## config.mk

```make
export PLATFORM = sky130hd
export DESIGN_NAME = flash_cmd_decoder
export DESIGN_NICKNAME = d
export VERILOG_FILES = /design/src/rtl/flash_cmd_pkg.sv /design/src/rtl/fcd_region_decode.sv /design/src/rtl/fcd_seq_fsm.sv /design/src/rtl/fcd_mode_flags.sv /design/src/rtl/flash_cmd_decoder.sv
export SDC_FILE = /design/constraint.sdc
export NUM_CORES = 1
export LEC_CHECK = 0
export BUFFER_PORTS_ARGS = -buffer_cell sky130_fd_sc_hd__buf_2
export CAP_MARGIN = 20
export CELL_PAD_IN_SITES_DETAIL_PLACEMENT = 1
export CELL_PAD_IN_SITES_GLOBAL_PLACEMENT = 2
export CORE_MARGIN = 2
export CORE_UTILIZATION = 26
export CTS_CLUSTER_SIZE = 20
export DETAILED_ROUTE_END_ITERATION = 12
export GPL_ROUTABILITY_DRIVEN = 0
export PLACE_DENSITY_LB_ADDON = 0.12
export SLEW_MARGIN = 20
export SYNTH_ARGS = -nofsm -noshare
export SYNTH_HDL_FRONTEND = slang
export SYNTH_SLANG_ARGS = --single-unit
```

## constraint.sdc

```tcl
create_clock -name clk -period 1.9 [get_ports clk]
set_clock_uncertainty 0.2 [all_clocks]
set_input_delay 0.095 -clock clk [delete_from_list [all_inputs] [get_ports clk]]
set_output_delay 0.095 -clock clk [all_outputs]
set_load 0.05 [all_outputs]
```

## src/rtl/flash_cmd_pkg.sv

```systemverilog
package flash_cmd_pkg;

    typedef enum logic [2:0] {
        OP_NONE   = 3'd0,
        OP_PROG   = 3'd1,
        OP_CHIP   = 3'd2,
        OP_SECT   = 3'd3,
        OP_LOCK   = 3'd4,
        OP_ID_IN  = 3'd5,
        OP_ID_OUT = 3'd6
    } op_e;

    typedef enum logic [1:0] {
        RG_NONE   = 2'd0,
        RG_PARAM1 = 2'd1,
        RG_PARAM2 = 2'd2,
        RG_MAIN   = 2'd3
    } region_e;

    typedef enum logic [2:0] {
        S_IDLE,
        S_U1,
        S_U2,
        S_PROG,
        S_E0,
        S_E1,
        S_E2,
        S_HOLD
    } state_e;

    localparam logic [7:0] K_UNLOCK_A = 8'hAA;
    localparam logic [7:0] K_UNLOCK_B = 8'h55;
    localparam logic [7:0] K_PROG     = 8'hA0;
    localparam logic [7:0] K_ERASE    = 8'h80;
    localparam logic [7:0] K_ID_IN    = 8'h90;
    localparam logic [7:0] K_ID_OUT   = 8'hF0;
    localparam logic [7:0] K_CHIP     = 8'h10;
    localparam logic [7:0] K_SECT     = 8'h30;
    localparam logic [7:0] K_LOCK     = 8'h40;

endpackage

```

## src/rtl/fcd_region_decode.sv

```systemverilog
module fcd_region_decode #(
    parameter int TAG_W = 6,
    parameter logic [TAG_W-1:0] TAG_P1   = 6'h03,
    parameter logic [TAG_W-1:0] TAG_P2   = 6'h05,
    parameter logic [TAG_W-1:0] TAG_MAIN = 6'h3F
) (
    input  logic [TAG_W-1:0]       tag,
    output flash_cmd_pkg::region_e region
);
    import flash_cmd_pkg::*;

    localparam int N_RG = 3;
    localparam logic [TAG_W-1:0] TAGS [N_RG] = '{TAG_P1, TAG_P2, TAG_MAIN};

    logic [N_RG-1:0] hit;

    for (genvar gi = 0; gi < N_RG; gi++) begin : g_hit
        assign hit[gi] = (tag == TAGS[gi]);
    end

    always_comb begin
        if (hit[2])      region = RG_MAIN;
        else if (hit[1]) region = RG_PARAM2;
        else if (hit[0]) region = RG_PARAM1;
        else             region = RG_NONE;
    end
endmodule

```

## src/rtl/fcd_seq_fsm.sv

```systemverilog
module fcd_seq_fsm #(
    parameter int ADDR_W = 18,
    parameter logic [ADDR_W-1:0] ADDR_A = 18'h05555,
    parameter logic [ADDR_W-1:0] ADDR_B = 18'h02AAA
) (
    input  logic                    clk,
    input  logic                    rst_n,
    input  logic                    wr_en,
    input  logic [ADDR_W-1:0]       wr_addr,
    input  logic [7:0]              cmd,
    input  logic                    busy,
    input  flash_cmd_pkg::region_e  region,
    output flash_cmd_pkg::op_e      issue_op
);
    import flash_cmd_pkg::*;

    state_e st, nxt;
    logic   at_a, at_b;

    assign at_a = (wr_addr == ADDR_A);
    assign at_b = (wr_addr == ADDR_B);

    always_ff @(posedge clk or negedge rst_n) begin
        if (!rst_n) st <= S_IDLE;
        else        st <= nxt;
    end

    always_comb begin
        nxt      = st;
        issue_op = OP_NONE;
        if (busy) begin
            nxt = S_HOLD;
        end else begin
            unique case (st)
                S_IDLE, S_HOLD: begin
                    nxt = S_IDLE;
                    if (wr_en) begin
                        if (at_a && cmd == K_UNLOCK_A) nxt = S_U1;
                        else if (cmd == K_ID_OUT)      issue_op = OP_ID_OUT;
                    end
                end
                S_U1: if (wr_en) nxt = (at_b && cmd == K_UNLOCK_B) ? S_U2 : S_IDLE;
                S_U2: if (wr_en) begin
                    nxt = S_IDLE;
                    if (at_a) begin
                        case (cmd)
                            K_PROG:   nxt = S_PROG;
                            K_ERASE:  nxt = S_E0;
                            K_ID_IN:  issue_op = OP_ID_IN;
                            K_ID_OUT: issue_op = OP_ID_OUT;
                            default:  nxt = S_IDLE;
                        endcase
                    end
                end
                S_PROG: if (wr_en) begin
                    nxt      = S_IDLE;
                    issue_op = OP_PROG;
                end
                S_E0: if (wr_en) nxt = (at_a && cmd == K_UNLOCK_A) ? S_E1 : S_IDLE;
                S_E1: if (wr_en) nxt = (at_b && cmd == K_UNLOCK_B) ? S_E2 : S_IDLE;
                S_E2: if (wr_en) begin
                    nxt = S_IDLE;
                    if (at_a && cmd == K_CHIP)                   issue_op = OP_CHIP;
                    else if (at_a && cmd == K_LOCK)              issue_op = OP_LOCK;
                    else if (cmd == K_SECT && region != RG_NONE) issue_op = OP_SECT;
                end
            endcase
        end
    end
endmodule

```

## src/rtl/fcd_mode_flags.sv

```systemverilog
module fcd_mode_flags (
    input  logic               clk,
    input  logic               rst_n,
    input  flash_cmd_pkg::op_e issue_op,
    output logic               id_mode,
    output logic               boot_locked
);
    import flash_cmd_pkg::*;

    always_ff @(posedge clk or negedge rst_n) begin
        if (!rst_n) begin
            id_mode     <= 1'b0;
            boot_locked <= 1'b0;
        end else begin
            if (issue_op == OP_ID_IN)       id_mode <= 1'b1;
            else if (issue_op == OP_ID_OUT) id_mode <= 1'b0;
            if (issue_op == OP_LOCK)        boot_locked <= 1'b1;
        end
    end
endmodule

```

## src/rtl/flash_cmd_decoder.sv

```systemverilog
module flash_cmd_decoder #(
    parameter int ADDR_W    = 18,
    parameter int DATA_W    = 16,
    parameter int BLK_SHIFT = 12
) (
    input  logic              clk,
    input  logic              rst_n,
    input  logic              wr_en,
    input  logic [ADDR_W-1:0] wr_addr,
    input  logic [DATA_W-1:0] wr_data,
    input  logic              busy,
    output logic              req_valid,
    output logic [2:0]        req_op,
    output logic [ADDR_W-1:0] req_addr,
    output logic [DATA_W-1:0] req_data,
    output logic [1:0]        req_sector,
    output logic              req_erase_boot,
    output logic              id_mode,
    output logic              boot_locked
);
    import flash_cmd_pkg::*;

    localparam int TAG_W = ADDR_W - BLK_SHIFT;

    region_e region;
    op_e     issue_op;

    fcd_region_decode #(.TAG_W(TAG_W)) u_region (
        .tag    (wr_addr[ADDR_W-1:BLK_SHIFT]),
        .region (region)
    );

    fcd_seq_fsm #(.ADDR_W(ADDR_W)) u_fsm (
        .clk      (clk),
        .rst_n    (rst_n),
        .wr_en    (wr_en),
        .wr_addr  (wr_addr),
        .cmd      (wr_data[7:0]),
        .busy     (busy),
        .region   (region),
        .issue_op (issue_op)
    );

    fcd_mode_flags u_flags (
        .clk         (clk),
        .rst_n       (rst_n),
        .issue_op    (issue_op),
        .id_mode     (id_mode),
        .boot_locked (boot_locked)
    );

    always_ff @(posedge clk or negedge rst_n) begin
        if (!rst_n) begin
            req_valid      <= 1'b0;
            req_op         <= OP_NONE;
            req_addr       <= '0;
            req_data       <= '0;
            req_sector     <= RG_NONE;
            req_erase_boot <= 1'b0;
        end else begin
            req_valid      <= (issue_op != OP_NONE);
            req_op         <= issue_op;
            req_addr       <= wr_addr;
            req_data       <= wr_data;
            req_sector     <= (issue_op == OP_SECT) ? region : RG_NONE;
            req_erase_boot <= (issue_op == OP_SECT) && (region == RG_MAIN) && !boot_locked;
        end
    end
endmodule

```

==> results.txt <==
The worst register-to-register path has a setup slack of -0.01 ns. The first global-routing pass estimated 10800 um of wire. The final worst slack is -0.0136 ns.

Of the synthesized area, sequential elements account for 58.7%. The synthesized design contains 0 enable-type register cells. The number of maximum-capacitance constraint violations is 0, and the number of vias per cell is 4.62. The detailed router finished its first iteration with 27 violations. The number of antenna diodes in the final layout is 0. STA classifies the critical path startpoint as a flip-flop.

For the core occupancy in the finished layout, the log shows 44.4%. The clock slew seen by the registers of the worst setup and hold paths is 0.09 ns. After synthesis, the mean cell area works out to 12.4 um^2. The total of flip-flops plus latches after synthesis works out to 46. After layout, the design draws a total of 2.26 mW.

The routed via count is 1882. The synthesized design devotes to its leading area cell type 58.7% of total area. STA classifies the critical path endpoint as a flip-flop.

For the pin with the worst max-slew slack, the measured transition is 0.497 ns. Yosys printed 0 warnings. Post-detailed-route DRC marker count: 0. Yosys attributes the largest share of cell area to dfrtp_1 59%, nor4bb_1 3.6%, and4bb_1 2.6%. The final-report max-slew violation count came out at 0.

Entering global routing, the biggest net connects 28 pins. For this run the aggregate overflow at the end of global routing stands at 0. The count of buffers added on input and output ports is 80. The final reports fail on negative setup slack. The detail route stage leaves a number of antenna-violating nets equal to 0. Data on the critical path is required at its endpoint by 1.88 ns. The highest net fanout along the worst path was 6.

The core region is 7290 um^2. STA puts the critical path data arrival time at 1.90 ns. Once detailed placement completed, the half-perimeter wirelength came to 4730 um.

The run gives 0.000418 V as the maximum vdd drop. The cell accounting for the most synthesized area was dfrtp_1. Number of global-route vias before repair: 2077. The buffers plus inverters on the worst setup path works out to 2. The run gives 0.29 ns as the worst-skew pair later-pin latency.

TritonCTS built the clock tree. Among all flip-flop cells after synthesis, the most frequent one is dfrtp_1. The final count of hold timing violations is 0, and the overall fraction of global-route tracks in use is 16.6%. The tools report the destination of the worst hold path as u_flags.id_mode$_DFFE_PN0P_.

The number of sinks handled by clock tree synthesis was 46; the fraction of layout instances using a drive strength above 1 was 46.1%. The logs give 81 for the I/O pin count and -0.0417 ns for the setup slack after placement. CTS placed an instance of clkbuf_8 at the clock tree root.

Ratio of final minimum period to clock period: 101%. The maximum level of the CTS H-tree was 2; the number of rows created at floorplan was 31. For this configuration, the core starts out at a cell density of 26.9%. The number of cells traversed by the worst hold path is 4.

Worst setup path category: reg -> reg. The tools report the final total negative setup slack as -0.0233 ns. In the final routed layout, each cell accounts on average for 15.8 um. After synthesis the cells add up to 1960 um^2.

The flow ran to the end, but the final reports show violations. Buffers inserted during clock tree synthesis total 5. The number of nets handed over by synthesis was 196.

The final net count was 345. In this design, the largest share of critical-path delay is due to flip-flops. The relative slew slack was 66.9%. The total power divided by cell area came out at 697 nW/um^2.

Buffer levels on the longest clock path: 2. The hold path startpoint was wr_en. Setup repair after global routing could not meet its margin everywhere.

The final setup violation count was 2; the proportion of synthesized flip-flops having asynchronous set or reset was 100%. After synthesis, the netlist uses 47 different library cells. Traced cell by cell, the critical path runs through nor4bb_2, buf_4, nand3_2, o31ai_2, buf_4, nor2b_4, a31o_1.

The logs give 6450 um for the total routed wirelength and 158 for the number of instances in the synthesized netlist. The iteration count of the initial detailed-routing pass came out at 4. Path type of the worst min-delay path: in -> reg. The startpoint identified for the worst register-to-register timing path is u_fsm.st[2]$_DFFE_PN0P_. Timing would allow up to 0.523 GHz. In this run the static leakage power is 1.48 nW. The cell that appears most often on the critical path is buf_4. The tools report the initial antenna violation count as 0. The cell with the largest stage delay on the worst path was dfrtp_2. Height of the die: 90.8 um. For this run, the slowest stage of the critical path takes 0.46 ns. The endpoint of the lowest-slack register-to-register path was u_flags.boot_locked$_DFFE_PN0N_. The die width came out at 90.8 um. Post-layout minimum cycle time: 1.91 ns. The area enclosed by the die boundary was 8250 um^2.

The layout-stage area growth over the synthesis result is 65.3%. The length in cells of the worst reg-to-reg path works out to 7.
==> Yosys cell counts, types with 2 or more instances <==
cell	instances
o31ai_1	2
nand4_1	6
a21oi_1	3
and4bb_1	4
buf_2	4
nand3_1	10
nor4bb_1	7
o21ai_1	3
nor4b_1	2
nor3_1	4
nand2_1	11
nand4b_1	2
nor2_1	11
nor2b_1	2
o211ai_1	3
dfrtp_1	46
a31oi_1	2
o21bai_1	2
inv_1	4
nor3_2	2
or3_1	2
==> logic make-up (layout without fill, tap and decap cells) <==
logic type	after synthesis	after routing	synth area share [%]
buffers and inverters	10	160	2.74
flip-flops	46	46	58.7
XOR/XNOR	1	1	0.447
AO/OA/AOI/OAI	26	26	11.2
AND/OR/NAND/NOR	75	75	26.9
==> per-stage QoR <==
stage / hold slack [ns] / cells / area [um^2]
2_1_floorplan: -0.401 / 158 / 1960
3_3_place_gp: -0.112 / 359 / 2670
3_5_place_dp: -0.108 / 359 / 2670
4_1_cts: 0.0315 / 406 / 3190
5_1_grt: 0.0440 / 407 / 3240
6_report: 0.0368 / 407 / 3240
==> flip-flops by register name, summed over array words and instances, names as in the netlist <==
| register | count |
|---|---|
| u_flags.boot_locked | 1 |
| req_valid | 1 |
| req_sector | 2 |
| u_flags.id_mode | 1 |
| u_fsm.st | 3 |
| req_data | 16 |
| req_erase_boot | 1 |
| req_addr | 18 |
| req_op | 3 |
==> per-layer routing <==
metal	GRT usage (%)	routed length, um	vias to the layer above
met4	3.28	60	0
li1	-	-	891
met1	19.7	2720	940
met2	30.3	3430	47
met5	0	0	-
met3	4.17	239	4
==> report_power, final <==
part,internal (mW),switching [mW]
sequential,1.02,0.0159
combinational,0.187,0.298
clock,0.395,0.342
total,1.60,0.656
==> placed cells by master, fill, tap and decap left out, types with 3 or more instances in the layout <==
master         Yosys  final
a21oi_1            3      3
buf_4              1     31
nand4_1            6      6
nor3_2             2      3
clkbuf_8           0      5
nand2_1           11     11
nor3_1             4      3
nor2_1            11     10
o21ai_1            3      3
dfrtp_1           46     44
dlygate4sd3_1      0     37
o211ai_1           3      3
nor4bb_1           7      4
and4bb_1           4      4
inv_1              4      3
buf_2              4     79
nand3_1           10      9
==> what timing repair did <==
item	4_1_cts	5_1_grt
endpoints found under the hold margin	88	0
hold buffers	37	0
setup endpoints to repair	4	10
pin swaps	5	3
resized for setup	5	9
setup buffers	2	2
==> worst reg2reg max path: cells and delay by family (launching register included) <==
family	cells	cell delay, ns
buf+inv	2	0.33
simple gates	3	0.41
flops	1	0.46
compound gates	2	0.42
==> worst max-delay path by stage <==
stage / from / slack (ns) / end / depth (start not counted)
floorplan: u_fsm.st[2]$_DFFE_PN0P_ / 0.09 / u_flags.boot_locked$_DFFE_PN0N_ / 6
global placement: u_fsm.st[0]$_DFFE_PN0P_ / -0.02 / req_valid$_DFF_PN0_ / 5
detailed placement: u_fsm.st[2]$_DFFE_PN0P_ / -0.04 / u_flags.id_mode$_DFFE_PN0P_ / 6
CTS: u_fsm.st[2]$_DFFE_PN0P_ / -0.01 / u_flags.id_mode$_DFFE_PN0P_ / 5
global route: u_fsm.st[2]$_DFFE_PN0P_ / -0.11 / u_flags.id_mode$_DFFE_PN0P_ / 6
finish: u_fsm.st[2]$_DFFE_PN0P_ / -0.01 / u_flags.boot_locked$_DFFE_PN0N_ / 7
==> area by class of cell <==
class                           count  area [um^2]
Fill cell                         845         4050
Tap cell                           99          124
Timing Repair Buffer              148         1020
Multi-Input combinational cell    102          817
Clock inverter                      3         43.8
Clock buffer                        5         68.8
Sequential cell                    46         1150
Inverter                            4         15.0
(Power assumes the default switching activity.)
